## src/rtl/cfg_sp_pkg.sv

```systemverilog
package cfg_sp_pkg;
    localparam int REG_W     = 9;
    localparam int ADDR_W    = 3;
    localparam int NREG      = 1 << ADDR_W;
    localparam int HDR_LEN   = 1 + ADDR_W;
    localparam int FRAME_LEN = HDR_LEN + REG_W;
    localparam int CNT_W     = $clog2(FRAME_LEN + 1);
    localparam int GAIN_W    = 6;

    typedef enum logic [ADDR_W-1:0] {
        A_MODE   = 3'd0,
        A_MUX    = 3'd1,
        A_GAIN_R = 3'd2,
        A_GAIN_G = 3'd3,
        A_GAIN_B = 3'd4,
        A_OFS_R  = 3'd5,
        A_OFS_G  = 3'd6,
        A_OFS_B  = 3'd7
    } reg_addr_e;

    typedef struct packed {
        logic              wr;
        logic [ADDR_W-1:0] addr;
        logic [REG_W-1:0]  data;
    } wr_req_t;

    // Writable bits per register; all others are held at zero
    function automatic logic [REG_W-1:0] reg_mask(input int idx);
        case (idx)
            A_MODE:                      return 9'h0FD;
            A_MUX:                       return 9'h0F0;
            A_GAIN_R, A_GAIN_G, A_GAIN_B: return 9'h03F;
            default:                     return 9'h1FF;
        endcase
    endfunction

    function automatic logic [REG_W-1:0] reg_default(input int idx);
        case (idx)
            A_MODE:  return 9'h0F8;
            A_MUX:   return 9'h0C0;
            default: return 9'h000;
        endcase
    endfunction
endpackage

```

## src/rtl/sp_sync.sv

```systemverilog
module sp_sync #(
    parameter int             N       = 3,
    parameter int             STAGES  = 2,
    parameter logic [N-1:0]   RST_VAL = '0
) (
    input  logic         clk,
    input  logic         rst,
    input  logic [N-1:0] d,
    output logic [N-1:0] q,
    output logic [N-1:0] rise,
    output logic [N-1:0] fall
);
    logic [STAGES-1:0][N-1:0] stg;
    logic [N-1:0]             prev;

    always_ff @(posedge clk) begin
        if (rst) begin
            stg  <= {STAGES{RST_VAL}};
            prev <= RST_VAL;
        end else begin
            stg[0] <= d;
            for (int s = 1; s < STAGES; s++) stg[s] <= stg[s-1];
            prev <= stg[STAGES-1];
        end
    end

    assign q    = stg[STAGES-1];
    assign rise = q & ~prev;
    assign fall = ~q & prev;
endmodule

```

## src/rtl/sp_frame.sv

```systemverilog
module sp_frame
    import cfg_sp_pkg::*;
(
    input  logic                clk,
    input  logic                rst,
    input  logic                sel_act,
    input  logic                sck_rise,
    input  logic                sck_fall,
    input  logic                sdi,
    input  logic [REG_W-1:0]    rd_word,
    output logic [ADDR_W-1:0]   rd_addr,
    output wr_req_t             wr_req,
    output logic                sdo,
    output logic                sdo_oe
);
    localparam logic [CNT_W-1:0] HDR_LAST = CNT_W'(HDR_LEN - 1);
    localparam logic [CNT_W-1:0] HDR_END  = CNT_W'(HDR_LEN);
    localparam logic [CNT_W-1:0] LAST     = CNT_W'(FRAME_LEN - 1);
    localparam logic [CNT_W-1:0] FULL     = CNT_W'(FRAME_LEN);

    logic [CNT_W-1:0]     cnt;
    logic [REG_W-2:0]     shreg;
    logic                 rw_q;
    logic [ADDR_W-1:0]    addr_q;
    logic [CNT_W-1:0]     bit_idx;

    assign rd_addr = addr_q;
    assign bit_idx = LAST - cnt;

    always_ff @(posedge clk) begin
        if (rst || !sel_act) begin
            cnt    <= '0;
            shreg  <= '0;
            rw_q   <= 1'b0;
            addr_q <= '0;
            sdo    <= 1'b0;
            sdo_oe <= 1'b0;
            wr_req <= '0;
        end else begin
            wr_req.wr <= 1'b0;
            if (sck_rise && cnt < FULL) begin
                cnt   <= cnt + 1'b1;
                shreg <= {shreg[REG_W-3:0], sdi};
                if (cnt == HDR_LAST) begin
                    rw_q   <= shreg[ADDR_W-1];
                    addr_q <= {shreg[ADDR_W-2:0], sdi};
                end
                if (cnt == LAST) begin
                    sdo_oe <= 1'b0;
                    if (!rw_q) begin
                        wr_req.wr   <= 1'b1;
                        wr_req.addr <= addr_q;
                        wr_req.data <= {shreg, sdi};
                    end
                end
            end
            if (sck_fall && rw_q && cnt >= HDR_END && cnt < FULL) begin
                sdo    <= rd_word[bit_idx];
                sdo_oe <= 1'b1;
            end
        end
    end
endmodule

```

## src/rtl/sp_regfile.sv

```systemverilog
module sp_regfile
    import cfg_sp_pkg::*;
(
    input  logic                    clk,
    input  logic                    rst,
    input  wr_req_t                 wr_req,
    input  logic [ADDR_W-1:0]       rd_addr,
    output logic [REG_W-1:0]        rd_word,
    output logic [NREG*REG_W-1:0]   regs_flat
);
    generate
        for (genvar g = 0; g < NREG; g++) begin : g_reg
            logic [REG_W-1:0] q;
            always_ff @(posedge clk) begin
                if (rst)
                    q <= reg_default(g);
                else if (wr_req.wr && wr_req.addr == ADDR_W'(g))
                    q <= wr_req.data & reg_mask(g);
            end
            assign regs_flat[g*REG_W +: REG_W] = q;
        end
    endgenerate

    assign rd_word = regs_flat[rd_addr*REG_W +: REG_W];
endmodule

```

## src/rtl/cfg_serial_port.sv

```systemverilog
module cfg_serial_port
    import cfg_sp_pkg::*;
(
    input  logic                   clk,
    input  logic                   rst,
    input  logic                   sel_n,
    input  logic                   sck,
    input  logic                   sdio_in,
    output logic                   sdio_out,
    output logic                   sdio_oe,
    output logic                   range_4v,
    output logic                   ref_int,
    output logic                   three_ch,
    output logic                   cds_on,
    output logic                   clamp_4v,
    output logic                   sleep,
    output logic                   byte_mode,
    output logic                   order_rgb,
    output logic [2:0]             ch_sel,
    output logic [3*GAIN_W-1:0]    gain_vec,
    output logic [3*REG_W-1:0]     offset_vec
);
    logic [2:0]                 pin_q, pin_rise, pin_fall;
    logic                       sel_act;
    logic [REG_W-1:0]           rd_word;
    logic [ADDR_W-1:0]          rd_addr;
    logic [NREG*REG_W-1:0]      regs_flat;
    logic                       wr_en;
    wr_req_t                    wr_req;

    sp_sync #(.N(3), .STAGES(2), .RST_VAL(3'b100)) sync_i (
        .clk  (clk),
        .rst  (rst),
        .d    ({sel_n, sck, sdio_in}),
        .q    (pin_q),
        .rise (pin_rise),
        .fall (pin_fall)
    );

    assign sel_act = ~pin_q[2];

    sp_frame frame_i (
        .clk      (clk),
        .rst      (rst),
        .sel_act  (sel_act),
        .sck_rise (pin_rise[1]),
        .sck_fall (pin_fall[1]),
        .sdi      (pin_q[0]),
        .rd_word  (rd_word),
        .rd_addr  (rd_addr),
        .wr_req   (wr_req),
        .sdo      (sdio_out),
        .sdo_oe   (sdio_oe)
    );

    sp_regfile regs_i (
        .clk       (clk),
        .rst       (rst),
        .wr_req    (wr_req),
        .rd_addr   (rd_addr),
        .rd_word   (rd_word),
        .regs_flat (regs_flat)
    );

    assign wr_en = wr_req.wr;

    logic [REG_W-1:0] mode_r, mux_r;
    assign mode_r = regs_flat[A_MODE*REG_W +: REG_W];
    assign mux_r  = regs_flat[A_MUX*REG_W  +: REG_W];

    assign range_4v  = mode_r[7];
    assign ref_int   = mode_r[6];
    assign three_ch  = mode_r[5];
    assign cds_on    = mode_r[4];
    assign clamp_4v  = mode_r[3];
    assign sleep     = mode_r[2];
    assign byte_mode = mode_r[0];
    assign order_rgb = mux_r[7];
    assign ch_sel    = mux_r[6:4];

    generate
        for (genvar c = 0; c < 3; c++) begin : g_chan
            assign gain_vec[c*GAIN_W +: GAIN_W] =
                regs_flat[(A_GAIN_R + c)*REG_W +: GAIN_W];
            assign offset_vec[c*REG_W +: REG_W] =
                regs_flat[(A_OFS_R + c)*REG_W +: REG_W];
        end
    endgenerate
endmodule

```

## config.mk

```make
export PLATFORM = sky130hd
export DESIGN_NAME = cfg_serial_port
export DESIGN_NICKNAME = d
export VERILOG_FILES = /design/src/rtl/cfg_sp_pkg.sv /design/src/rtl/sp_sync.sv /design/src/rtl/sp_frame.sv /design/src/rtl/sp_regfile.sv /design/src/rtl/cfg_serial_port.sv
export SDC_FILE = /design/constraint.sdc
export NUM_CORES = 1
export LEC_CHECK = 0
export BUFFER_PORTS_ARGS = -buffer_cell sky130_fd_sc_hd__buf_2
export CELL_PAD_IN_SITES_DETAIL_PLACEMENT = 1
export CELL_PAD_IN_SITES_GLOBAL_PLACEMENT = 1
export CORE_MARGIN = 1.5
export CORE_UTILIZATION = 39
export CTS_CLUSTER_SIZE = 8
export DETAILED_ROUTE_END_ITERATION = 6
export GPL_TIMING_DRIVEN = 0
export HOLD_SLACK_MARGIN = 0.12
export PLACE_DENSITY = 0.78
export SKIP_CTS_REPAIR_TIMING = 1
export SLEW_MARGIN = 20
export SYNTH_ARGS = -nofsm -noshare
export SYNTH_HDL_FRONTEND = slang
export SYNTH_SLANG_ARGS = --single-unit
export TNS_END_PERCENT = 30
```

## constraint.sdc

```tcl
create_clock -name clk -period 1.65 [get_ports clk]
set_input_delay 0.33 -clock clk [delete_from_list [all_inputs] [get_ports clk]]
set_output_delay 0.33 -clock clk [all_outputs]
set_load 0.005 [all_outputs]
```

==> results.json <==
{
  "finalWorstSetupSlack_ns": -0.300,
  "first_global_vias": 3447,
  "async_flop_share_pct": 0,
  "worst-path-max-fanout": 6,
  "dpl.hpwl_um": 8890,
  "report.final.hold_viol_count": 0,
  "routed_wl_um": 12300,
  "io_buffers": 61,
  "violations": "negative setup slack",
  "min_period_over_period_pct": 118,
  "synth_area_um2": 4040,
  "min_period_ns": 1.95,
  "grt-ovfl-total": 0,
  "drtAntennaViolNets": 0,
  "ys_seq_elements": 94,
  "rsz0062_at_grt": "yes",
  "syn_to_final_growth_pct": 21.9,
  "synth_top_flop_cell": "dfxtp_1",
  "fmax_ghz": 0.513,
  "vias": 3421,
  "rows": 36,
  "setup_viol": 39,
  "grt_start_max_net_pins": 16,
  "power.density_nw_per_um2": 797,
  "placed_cells": 630,
  "setup_tns_ns": -3.83,
  "ir_worst_vdd_mv": 0.464,
  "start_kind": "register",
  "cp.required_ns": 1.90,
  "core_area_um2": 9910,
  "yosysSeqAreaShare_pct": 46.5,
  "synth_cell_types": 45,
  "status": "finished with violations",
  "post_drt_via_cell_ratio": 5.23,
  "seq_area_um2": 1890,
  "drv_slew": 0,
  "synth_edf_count": 0,
  "track_usage_pct": 22.3,
  "antenna_found_initial": 0,
  "first_iter_violations": 123,
  "fill_cells": 1193,
  "critPathCaptureType": "register",
  "globalplace.congestion": 0.841,
  "cp.arrival_ns": 2.20,
  "syn-num-nets": 443,
  "die_x_um": 105,
  "cts_tree": "built",
  "power.leakage_uw": 0.00190,
  "yosys_warnings": 0,
  "io_pins": 63,
  "clock-root-buffer": "clkbuf_8",
  "multiInputGateArea_um2": 2030,
  "worst-setup-path-type": "reg -> reg",
  "whs_ns": 0.145,
  "max_cap_violations": 0,
  "postSynthAreaPerCell_um2": 9.27,
  "clk_path_buf_depth": 2,
  "die_area_um2": 11000,
  "cts_inserted_buffers": 9,
  "final_nets": 523,
  "slew_headroom_pct": 53.7,
  "drc_errors": 0,
  "wl_per_cell_um": 18.8,
  "drive_above_1_share_pct": 26.9,
  "start_util_pct": 40.8,
  "worst_slew_pin_slew_ns": 0.690,
  "h-tree-depth": 3,
  "dr.pass1.iters": 4,
  "syn_inst": 436,
  "skew_ns": 0.0143,
  "hold_path_class": "in -> reg",
  "grt_pass1_wl_um": 18800,
  "dieHeight_um": 105,
  "finalNonFillerCells": 654,
  "cts.sinks": 94,
  "clkLatencyLatePin_ns": 0.38,
  "n_antenna_cell": 0,
  "cts.clk_slew.worst_paths_ns": 0.09
}
## synthesized netlist by cell type, types with 3 or more instances
cell / number / area share [%]
dfxtp_1: 94 / 47
mux4_2: 4 / 2.2
buf_4: 4 / 0.74
nand2_1: 61 / 5.7
a31oi_1: 3 / 0.46
inv_1: 5 / 0.46
clkbuf_1: 21 / 1.9
buf_2: 4 / 0.50
a211o_1: 8 / 1.7
a21oi_1: 32 / 4.0
nor2b_1: 15 / 2.3
and3_1: 3 / 0.46
xnor2_1: 4 / 0.87
mux2i_1: 51 / 13
mux2_2: 12 / 3.3
or2_2: 6 / 0.93
nor2_1: 65 / 6.0
nand2b_1: 5 / 0.77
nand3_1: 3 / 0.37
nor3_1: 3 / 0.37
nand4_1: 3 / 0.46
## flip-flops by register name, indices dropped and copies added (netlist names), 3 cells and up
register         cells
regs_i.g.q          56
sync_i.stg           3
sync_i.q             3
frame_i.cnt          4
frame_i.shreg        8
frame_i.wr_req      13
frame_i.rd_addr      3
## cell families after synthesis
kind of cell             after synthesis  share of synthesized area, %
flip-flops                            94                          46.5
buffers and inverters                 38                          4.67
AND/OR/NAND/NOR                      170                          19.0
adder cells (fa/ha/maj)                2                         0.619
XOR/XNOR                               5                          1.08
multiplexers                          69                          18.9
AO/OA/AOI/OAI                         58                          9.16
## cells in the final DEF (no fill, tap or decap), types with 5 or more instances in the layout
master / count
a21oi_1: 32
mux2_2: 12
buf_4: 6
nor2_1: 59
nand2b_1: 5
nand2_1: 61
buf_12: 5
nor2b_1: 15
dfxtp_1: 91
clkbuf_8: 10
a211o_1: 8
mux2i_1: 51
buf_2: 64
or2_2: 6
clkbuf_1: 20
## worst paths after layout
check             slack (ns)  cells past startpoint               start             to
setup reg to reg       -0.30                      7  frame_i.rd_addr[0]    frame_i.sdo
setup / recovery       -0.30                      7  frame_i.rd_addr[0]    frame_i.sdo
hold reg to reg         0.42                      1       sync_i.stg[2]    sync_i.q[2]
hold / removal          0.14                      2               sel_n  sync_i.stg[2]
## worst max-delay path, cell delays in order, from the launching register on
cell and delay, ns:
dfxtp_2 0.33, buf_6 0.13, buf_12 0.13, mux2_2 0.34, a222oi_1 0.47, nand3_1 0.14, a31oi_1 0.19, a31oi_1 0.09
## layout make-up
class	count	area share [%]
Clock inverter	5	1.19
Multi-Input combinational cell	304	41.2
Timing Repair Buffer	69	8.28
Buffer	33	4.34
Inverter	5	0.457
Tap cell	133	3.38
Sequential cell	94	38.3
Clock buffer	11	2.87
## through the flow
step	utilization, %	power, µW	worst slack (ns)	instance area, µm²
finish	49.7	3930	-0.300	4930
global route	49.7	4070	-0.370	4930
CTS	47.8	3970	-0.412	4740
detailed placement	45.8	2400	-0.376	4540
global placement	45.8	2400	-0.385	4540
floorplan	-	2370	-0.0162	4070
## report_power, final
| group | internal (µW) | switching [µW] |
|---|---|---|
| combinational | 21.0 | 50.0 |
| clock | 743 | 841 |
| sequential | 2270 | 3.00 |
| total | 3040 | 894 |
## per-layer routing
metal,wire (µm),share of wire [%],global-route usage (%)
met5,0,0,0
met1,5510,45,27.9
met2,6150,50,38.0
met4,242,2.0,8.90
met3,403,3.3,3.81
(Power assumes the default switching activity.)
